<file path="src/rtl/mesh_sync_pkg.sv">
package mesh_sync_pkg;
  localparam int KIND_W  = 2;
  localparam int COORD_W = 4;
  localparam int MSG_W   = KIND_W + 2 * COORD_W;

  typedef enum logic [KIND_W-1:0] {
    MSG_IDLE  = 2'b00,
    MSG_POS   = 2'b01,
    MSG_START = 2'b10
  } msg_kind_e;

  typedef struct packed {
    msg_kind_e            kind;
    logic [COORD_W-1:0]   x;
    logic [COORD_W-1:0]   y;
  } link_msg_t;
endpackage

</file>
<file path="src/rtl/link_delay.sv">
module link_delay #(
  parameter int STAGES = 1,
  parameter int W      = 10
) (
  input  logic         clk,
  input  logic         rst,
  input  logic [W-1:0] d,
  output logic [W-1:0] q
);
  logic [W-1:0] pipe [STAGES];

  for (genvar i = 0; i < STAGES; i++) begin : g_stage
    if (i == 0) begin : g_first
      always_ff @(posedge clk) begin
        if (rst) pipe[i] <= '0;
        else     pipe[i] <= d;
      end
    end else begin : g_next
      always_ff @(posedge clk) begin
        if (rst) pipe[i] <= '0;
        else     pipe[i] <= pipe[i-1];
      end
    end
  end

  assign q = pipe[STAGES-1];
endmodule

</file>
<file path="src/rtl/coord_latch.sv">
module coord_latch
  import mesh_sync_pkg::*;
(
  input  logic               clk,
  input  logic               rst,
  input  logic               is_master,
  input  logic               init_req,
  input  link_msg_t          west_msg,
  input  link_msg_t          north_msg,
  output logic               take,
  output logic [COORD_W-1:0] take_x,
  output logic [COORD_W-1:0] take_y,
  output logic [COORD_W-1:0] coord_x,
  output logic [COORD_W-1:0] coord_y,
  output logic               coord_valid
);
  always_comb begin
    take   = 1'b0;
    take_x = '0;
    take_y = '0;
    if (!coord_valid) begin
      if (is_master && init_req) begin
        take = 1'b1;
      end else if (west_msg.kind == MSG_POS) begin
        take   = 1'b1;
        take_x = west_msg.x;
        take_y = west_msg.y;
      end else if (north_msg.kind == MSG_POS) begin
        take   = 1'b1;
        take_x = north_msg.x;
        take_y = north_msg.y;
      end
    end
  end

  always_ff @(posedge clk) begin
    if (rst) begin
      coord_valid <= 1'b0;
      coord_x     <= '0;
      coord_y     <= '0;
    end else if (take) begin
      coord_valid <= 1'b1;
      coord_x     <= take_x;
      coord_y     <= take_y;
    end
  end
endmodule

</file>
<file path="src/rtl/launch_timer.sv">
module launch_timer
  import mesh_sync_pkg::*;
#(
  parameter int XMAX    = 15,
  parameter int YMAX    = 15,
  parameter int HOP_LAT = 1
) (
  input  logic               clk,
  input  logic               rst,
  input  logic               trig_raw,
  input  logic               coord_valid,
  input  logic [COORD_W-1:0] coord_x,
  input  logic [COORD_W-1:0] coord_y,
  output logic               fire,
  output logic               start_pulse
);
  localparam int SPAN     = XMAX + YMAX;
  localparam int WAIT_MAX = SPAN * HOP_LAT;
  localparam int CNT_W    = ($clog2(WAIT_MAX + 1) > 0) ? $clog2(WAIT_MAX + 1) : 1;

  logic             launched;
  logic             armed;
  logic [CNT_W-1:0] cnt;
  logic [CNT_W-1:0] wait_val;

  assign fire = trig_raw && coord_valid && !launched;

  always_comb begin
    wait_val = CNT_W'((SPAN - int'(coord_x) - int'(coord_y)) * HOP_LAT);
  end

  always_ff @(posedge clk) begin
    if (rst) begin
      launched    <= 1'b0;
      armed       <= 1'b0;
      cnt         <= '0;
      start_pulse <= 1'b0;
    end else begin
      start_pulse <= 1'b0;
      if (fire) begin
        launched <= 1'b1;
        armed    <= 1'b1;
        cnt      <= wait_val;
      end else if (armed) begin
        if (cnt == '0) begin
          start_pulse <= 1'b1;
          armed       <= 1'b0;
        end else begin
          cnt <= cnt - 1'b1;
        end
      end
    end
  end
endmodule

</file>
<file path="src/rtl/mesh_sync_node.sv">
module mesh_sync_node
  import mesh_sync_pkg::*;
#(
  parameter int XMAX    = 15,
  parameter int YMAX    = 15,
  parameter int HOP_LAT = 1
) (
  input  logic               clk,
  input  logic               rst,
  input  logic               is_master,
  input  logic               init_req,
  input  logic               start_req,
  input  logic [MSG_W-1:0]   west_in,
  input  logic [MSG_W-1:0]   north_in,
  output logic [MSG_W-1:0]   east_out,
  output logic [MSG_W-1:0]   south_out,
  output logic [COORD_W-1:0] coord_x,
  output logic [COORD_W-1:0] coord_y,
  output logic               coord_valid,
  output logic               start_pulse
);
  localparam int NDIR = 2;

  link_msg_t          w_msg, n_msg;
  logic               take, fire, trig_raw;
  logic [COORD_W-1:0] take_x, take_y;
  link_msg_t          nxt [NDIR];
  logic [MSG_W-1:0]   outw [NDIR];

  assign w_msg = link_msg_t'(west_in);
  assign n_msg = link_msg_t'(north_in);

  coord_latch u_latch (
    .clk(clk), .rst(rst), .is_master(is_master), .init_req(init_req),
    .west_msg(w_msg), .north_msg(n_msg),
    .take(take), .take_x(take_x), .take_y(take_y),
    .coord_x(coord_x), .coord_y(coord_y), .coord_valid(coord_valid)
  );

  assign trig_raw = (is_master && start_req)
                  || (w_msg.kind == MSG_START)
                  || (n_msg.kind == MSG_START);

  launch_timer #(.XMAX(XMAX), .YMAX(YMAX), .HOP_LAT(HOP_LAT)) u_timer (
    .clk(clk), .rst(rst), .trig_raw(trig_raw), .coord_valid(coord_valid),
    .coord_x(coord_x), .coord_y(coord_y), .fire(fire), .start_pulse(start_pulse)
  );

  // direction 0 = east (x advances), direction 1 = south (y advances)
  for (genvar g = 0; g < NDIR; g++) begin : g_dir
    always_comb begin
      nxt[g] = '{kind: MSG_IDLE, x: '0, y: '0};
      if (take) begin
        nxt[g].kind = MSG_POS;
        nxt[g].x    = (g == 0) ? take_x + 1'b1 : take_x;
        nxt[g].y    = (g == 1) ? take_y + 1'b1 : take_y;
      end else if (fire) begin
        nxt[g].kind = MSG_START;
      end
    end

    link_delay #(.STAGES(HOP_LAT), .W(MSG_W)) u_dly (
      .clk(clk), .rst(rst), .d(nxt[g]), .q(outw[g])
    );
  end

  assign east_out  = outw[0];
  assign south_out = outw[1];
endmodule


</file>
<file path="config.mk">
export PLATFORM = sky130hd
export DESIGN_NAME = mesh_sync_node
export DESIGN_NICKNAME = d
export VERILOG_FILES = /design/src/rtl/mesh_sync_pkg.sv /design/src/rtl/link_delay.sv /design/src/rtl/coord_latch.sv /design/src/rtl/launch_timer.sv /design/src/rtl/mesh_sync_node.sv
export SDC_FILE = /design/constraint.sdc
export NUM_CORES = 1
export LEC_CHECK = 0
export ABC_AREA = 1
export ABC_CLOCK_PERIOD_IN_PS = 3460
export CORE_AREA = 2 2 66 68
export CTS_CLUSTER_DIAMETER = 50
export DETAILED_ROUTE_END_ITERATION = 10
export DIE_AREA = 0 0 68 70
export HOLD_SLACK_MARGIN = 0.02
export PLACE_DENSITY_LB_ADDON = 0.12
export SYNTH_ARGS = -nofsm -noshare
export SYNTH_HDL_FRONTEND = slang
export SYNTH_SLANG_ARGS = --single-unit
</file>
<file path="constraint.sdc">
create_clock -name clk -period 3.46 [get_ports clk]
set_input_delay 0.692 -clock clk [delete_from_list [all_inputs] [get_ports clk]]
set_output_delay 0.692 -clock clk [all_outputs]
set_load 0.03 [all_outputs]
</file>
; Yosys cells after proc, flatten, opt, wreduce, memory -nomap -nowiden
; Memory sizes are Yosys's and may differ from the RTL's.
; Cells that the tools add are included.
; W data, S select, Z words.
[word_totals]
register_bits = 17
ram_bits = 20
inputBits = 25
out_inout_bits = 30
wordCells = 63
mem_count = 2
[memory_table]
columns = name, words, width, read_ports, rd_ports_with_merged_regs, write_ports, line
row1 = g_dir[0].u_dly.pipe, 1, 10, 1, 0, 1, link_delay.sv:10  ; logic [W-1:0] pipe [STAGES];
row2 = g_dir[1].u_dly.pipe, 1, 10, 1, 0, 1, link_delay.sv:10
[op_classes]
add_sub_neg = 5
eq_ne = 5
n_mux = 30
bitwise_logic = 1
n_reduce_logical = 13
[ops]
columns = op, n
row1 = $mux W4, 8
row2 = $mux W10, 2
row3 = $reduce_or A10 Y1, 2
row4 = $mux W8, 2
row5 = $mux W5, 3
row6 = $mux W1, 13
row7 = $add A4 B1 Y4 const B, 2
row8 = $logic_not A5 Y1, 1
row9 = $sub A5 B1 Y5 const B, 1
row10 = $sub A5 B4 Y5 const A, 1
row11 = $sub A5 B5 Y5, 1
row12 = $eq A2 B1 Y1 const B, 2
row13 = $eq A2 B2 Y1 const B, 2
row14 = $logic_and A1 B1 Y1, 4
row15 = $mux W2, 2
row16 = $reduce_or A3 Y1, 1
row17 = $logic_or A1 B1 Y1, 2
row18 = $ne A2 B2 Y1 const B, 1
row19 = $reduce_and A2 Y1, 1
row20 = $reduce_bool A2 Y1, 1
row21 = $logic_not A1 Y1, 1
row22 = $not A1 Y1, 1

; Logic depth before layout (Yosys ltp)
[logic_depth]
word_depth = 8
depth_mapped = 10
mapped_depth_nobuf = 9

; Cells and area by module
; From an unflattened synthesis, not the netlist that was laid out.
[hier_totals]
cells_unflattened = 318
area_unflattened_um2 = 2208.4
[by_module_without_submodules]
columns = module, n_inst, cells_each, area_each_um2, seq_area_each_um2
row1 = coord_latch, 1, 120, 814.5, 180.2
row2 = launch_timer, 1, 87, 600.6, 160.2
row3 = link_delay, 2, 31, 286.5, 200.2
row4 = mesh_sync_node, 1, 49, 220.2, 0.0

; Worst setup path before layout
; OpenSTA, ideal clock, no wires.
[synth_timing]
path_kind = input port to flip-flop
from = input port west_in[9]
to = memory g_dir[1].u_dly.pipe[0][2]
setup_ns = 0.119
t_arrival_ns = 1.448
required_ns = 3.341
path_slack_ns = 1.893
stages = 9
n_path_buf = 1
cell_sequence = inv_2 -> nand2_2 -> buf_6 -> nand2_1 -> inv_2 -> nor2_4 -> ha_1 -> o21ai_0 -> a21oi_1
[synth_via]
elab_chain_cells = 7
elab_cells_between_ends = 10
classes_between = 1 x add/sub / 1 x eq/ne / 8 x mux
[synth_lines]
columns = item, line
row1 = from (decl), mesh_sync_node.sv:13  ; input logic [MSG_W-1:0] west_in,
row2 = $eq A2 B1 Y1, coord_latch.sv:24  ; end else if (west_msg.kind == MSG_POS) begin
row3 = $mux W4, coord_latch.sv:24
row4 = $mux W4, coord_latch.sv:22  ; if (is_master && init_req) begin
row5 = $mux W4, coord_latch.sv:21  ; if (!coord_valid) begin
row6 = net take_y[1], mesh_sync_node.sv:26  ; logic [COORD_W-1:0] take_x, take_y;
row7 = $add A4 B1 Y4, mesh_sync_node.sv:56  ; nxt[g].y = (g == 1) ? take_y + 1'b1 : take_y;
row8 = $mux W8, mesh_sync_node.sv:53  ; if (take) begin
row9 = $mux W10 (no line), -
row10 = to (decl), link_delay.sv:10
; The timed path passes the listed nets, and every way through them passes these cells.

; Worst setup path in the final report
[layout_timing]
from = input port west_in[8]
to = memory g_dir[1].u_dly.pipe[0][3]
[layout_via]
elab_chain_cells = 7
elab_cells_between_ends = 10
classes_between = 1 x add/sub / 1 x eq/ne / 8 x mux
[layout_lines]
columns = item, line
row1 = $eq A2 B1 Y1 (*), coord_latch.sv:24
row2 = $mux W4, coord_latch.sv:24
row3 = $mux W4, coord_latch.sv:22
row4 = $mux W4, coord_latch.sv:21
row5 = $add A4 B1 Y4, mesh_sync_node.sv:56
row6 = $mux W8 (*), mesh_sync_node.sv:53
row7 = $mux W10 (no line) (*), -
; Every way passes the cells marked *; elsewhere a longest branch is shown, timed or not.

==> reports/results.tsv <==
stage	metric	value	unit
run_status	status	finished clean	
detailed_routing	drc_errors	0	
timing	worst_pin_slew	0.3288	ns
timing	post-route-min-period	2.120	ns
clock_network	cts_tree	yes	
global_route	gr-total-overflow	0	
power	p_comb_frac	0.249	
min_path	hold_class	reg -> reg	
die	die_area	4760	sq um
yosys	seq_area_frac_synth	0.4040	
clock_network	insertion_delay	0.29	ns
global_route	met1_usage	0.2104	
power	leakage	1.080	nW
timing	max_freq	471.8	MHz
worst_setup_path	worstReg2RegStart	u_latch.coord_y[0]$_SDFFE_PP0P_	
min_path	whs_path_depth	2	
worst_setup_path	start_kind	input pin	
global_route	grt_pass1_vias	1386	
timing	final.period_utilization	0.6126	
power	swShare	0.2951	
die	dieWidth	68	um
yosys	synthFlopType	dfxtp_1	
yosys	synthTopCellsByCount	inv_1, nand2_1, dfxtp_1	
worst_setup_path	crit_arrival	2.35	ns
yosys	synth_edf_count	0	
placement	place_area	2286	sq um
die	ios	55	
final_layout	final_nets	319	
yosys	synth_area	1734	sq um
clock_network	ctsLongestPathBuffers	2	
die	num_rows	24	
die	start_util	0.4185	
clock_network	numClockSinks	35	
detailed_routing	vias_per_cell	4.541	
yosys	synth.distinct_cells	25	
global_route	antenna_found_initial	0	
timing	slew_headroom	0.7803	
yosys	synth_nets	264	
detailed_routing	ant_nets	0	
yosys	ys_top_cells_by_area	dfxtp_1, inv_1, nand2_1	
yosys	yosysTopAreaCell	dfxtp_1	
detailed_routing	drt_iter0_markers	62	
worst_setup_path	rr_worst_depth	8	
yosys	avgSynthCellArea	7.475	sq um
worst_setup_path	setup.worst_path.start	west_in[8]	
power	total_power	1.016	mW
power	switchingPower	0.2998	mW
worst_setup_path	regToRegEndpoint	u_timer.cnt[2]$_SDFFE_PP0P_	
global_route	grt_max_degree	15	
timing	finalSetupTns	0	ns
detailed_routing	drt-total-wl	3624	um
power	p_int	0.7162	mW
global_route	grtUsageMet3	0.04509	
power	vdd_drop_max	0.0001883	V
final_layout	drive_above_1_share	0.1250	
min_path	hold_end	u_timer.cnt[4]$_SDFFE_PP0P_	
global_route	gr-usage-met2	0.2632	
power	pwr-share-clk	0.314	
min_path	hp-start	u_timer.cnt[4]$_SDFFE_PP0P_	
die	die_y	70	um
placement	dp_worst_setup_slack	1.058	ns
timing	maxSlewViolCount	0	
clock_network	htree_levels	2	
worst_setup_path	cp.required	3.69	ns
final_layout	fin_util	0.5758	
power	power.density	425.8	nW/um^2
die	core	4144	sq um
detailed_routing	num_vias	1544	
clock_network	cts-buffers-inserted	5	
placement	place.gp.congestion	0.7838	
yosys	synth_top_area_share	0.4040	
final_layout	num_antenna_cells	0	
final_layout	multi_input_area	795.8	sq um
global_route	grt.busiest_layer	met2	
yosys	yosys_warnings	0	
timing	fin_hold_ws	0.4834	ns
clock_network	cts-resized-gates	0	
final_layout	syn_to_final_growth	37.59	%
yosys	synthCells	232	
detailed_routing	wl_per_cell	10.66	um
worst_setup_path	end_kind	flip-flop	
timing	setup_violations	0	
final_layout	fillers	399	
clock_network	cts_setup_buffers	0	
worst_setup_path	r2r_setup_slack	1.92	ns
placement	dp.cells	332	
yosys	yosysMostFrequentCell	inv_1	
power	pwr-share-seq	0.437	
placement	hpwl	2962	um
placement	portBuffers	54	
timing	rsz0062_at_grt	false	
yosys	yosys_register_bits	35	
final_layout	final_area	2386	sq um
global_route	grtUsageTotal	0.1682	
timing	hold_viol	0	
global_route	grt_pass1_wl	5989	um
worst_setup_path	worstSetupPathType	in -> reg	
worst_setup_path	path_max_fanout	14	
final_layout	instances_no_fill	340	
clock_network	hold_buffers	0	
timing	fin_ws	1.340	ns
detailed_routing	firstDrtPassIters	4	
clock_network	ctsRootBufferMaster	clkbuf_8	
yosys	async_flop_share	0	
clock_network	cts.clk_slew.worst_paths	0.07	ns
job	maxCapViolCount	0	
timing	finClkSkew	0.003298	ns
final_layout	regArea	700.7	sq um
## cell type report
cell class | instances | area share
Timing Repair Buffer | 54 | 0.2265
Clock buffer | 8 | 0.04195
Sequential cell | 35 | 0.2937
Tap cell | 52 | 0.02727
Inverter | 49 | 0.07708
Multi-Input combinational cell | 142 | 0.3335
## flip-flops by register name (all words and copies together), names as in the netlist
name	count
u_latch.coord_x	4
u_latch.coord_y	4
u_timer.armed	1
g_dir.u_dly.pipe	18
u_timer.cnt	5
u_timer.launched	1
u_timer.start_pulse	1
u_latch.coord_valid	1
## cells in the final DEF, fill, tap and decap left out, drive strengths merged
| master | count |
|---|---|
| nand4 | 2 |
| ha | 6 |
| a211oi | 1 |
| xnor2 | 1 |
| o22ai | 4 |
| xor2 | 2 |
| nand3 | 22 |
| dfxtp | 35 |
| fa | 1 |
| nand2 | 43 |
| inv | 49 |
| o21ai | 13 |
| nand3b | 1 |
| and2 | 1 |
| clkbuf | 8 |
| nor2 | 36 |
| clkdlybuf4s50 | 54 |
| a21oi | 9 |
## worst max path at each step
stage / to / slack [ns] / depth (start not counted)
finish: g_dir[1].u_dly.pipe[0][3]$_SDFF_PP0_ / 1.34 / 9
CTS: g_dir[1].u_dly.pipe[0][3]$_SDFF_PP0_ / 1.35 / 9
global placement: g_dir[0].u_dly.pipe[0][7]$_SDFF_PP0_ / 1.14 / 9
detailed placement: g_dir[1].u_dly.pipe[0][3]$_SDFF_PP0_ / 1.06 / 9
floorplan: g_dir[1].u_dly.pipe[0][2]$_SDFF_PP0_ / 1.89 / 9
global route: g_dir[1].u_dly.pipe[0][3]$_SDFF_PP0_ / 1.11 / 9
## power groups by stage
stage	combinational (mW)	clock, mW	sequential (mW)
after floorplan	0.142	0	0.481
after global placement	0.252	0	0.452
after detailed placement	0.253	0	0.453
after CTS	0.254	0.328	0.444
after global routing	0.281	0.342	0.447
final	0.253	0.319	0.444
## per-layer routing
| layer | routed length [um] | share of wire | up-vias |
|---|---|---|---|
| li1 | - | - | 824 |
| met1 | 1632 | 0.45 | 667 |
| met2 | 1731 | 0.48 | 48 |
| met3 | 181 | 0.050 | 5 |
| met4 | 79 | 0.022 | 0 |
| met5 | 0 | 0 | - |
## worst max-delay path, stage by stage
cell and delay (ns):
clkdlybuf4s50_1 0.57, nand2_2 0.18, nand3_1 0.15, nand3_2 0.25, inv_2 0.20, nand2_1 0.11
nand2_1 0.08, inv_1 0.04, nor2_1 0.07
## cells by family after synthesis
kind of cell / count (synthesis) / share of synthesized area
adders and majority gates: 7 / 0.05483
buffers and inverters: 55 / 0.1371
and+or+nand+nor: 105 / 0.2973
DFF: 35 / 0.4040
AOI/OAI and AO/OA: 27 / 0.09163
xor gates and xnor gates: 3 / 0.01515
No activity file was read; power rests on OpenSTA's default activity.
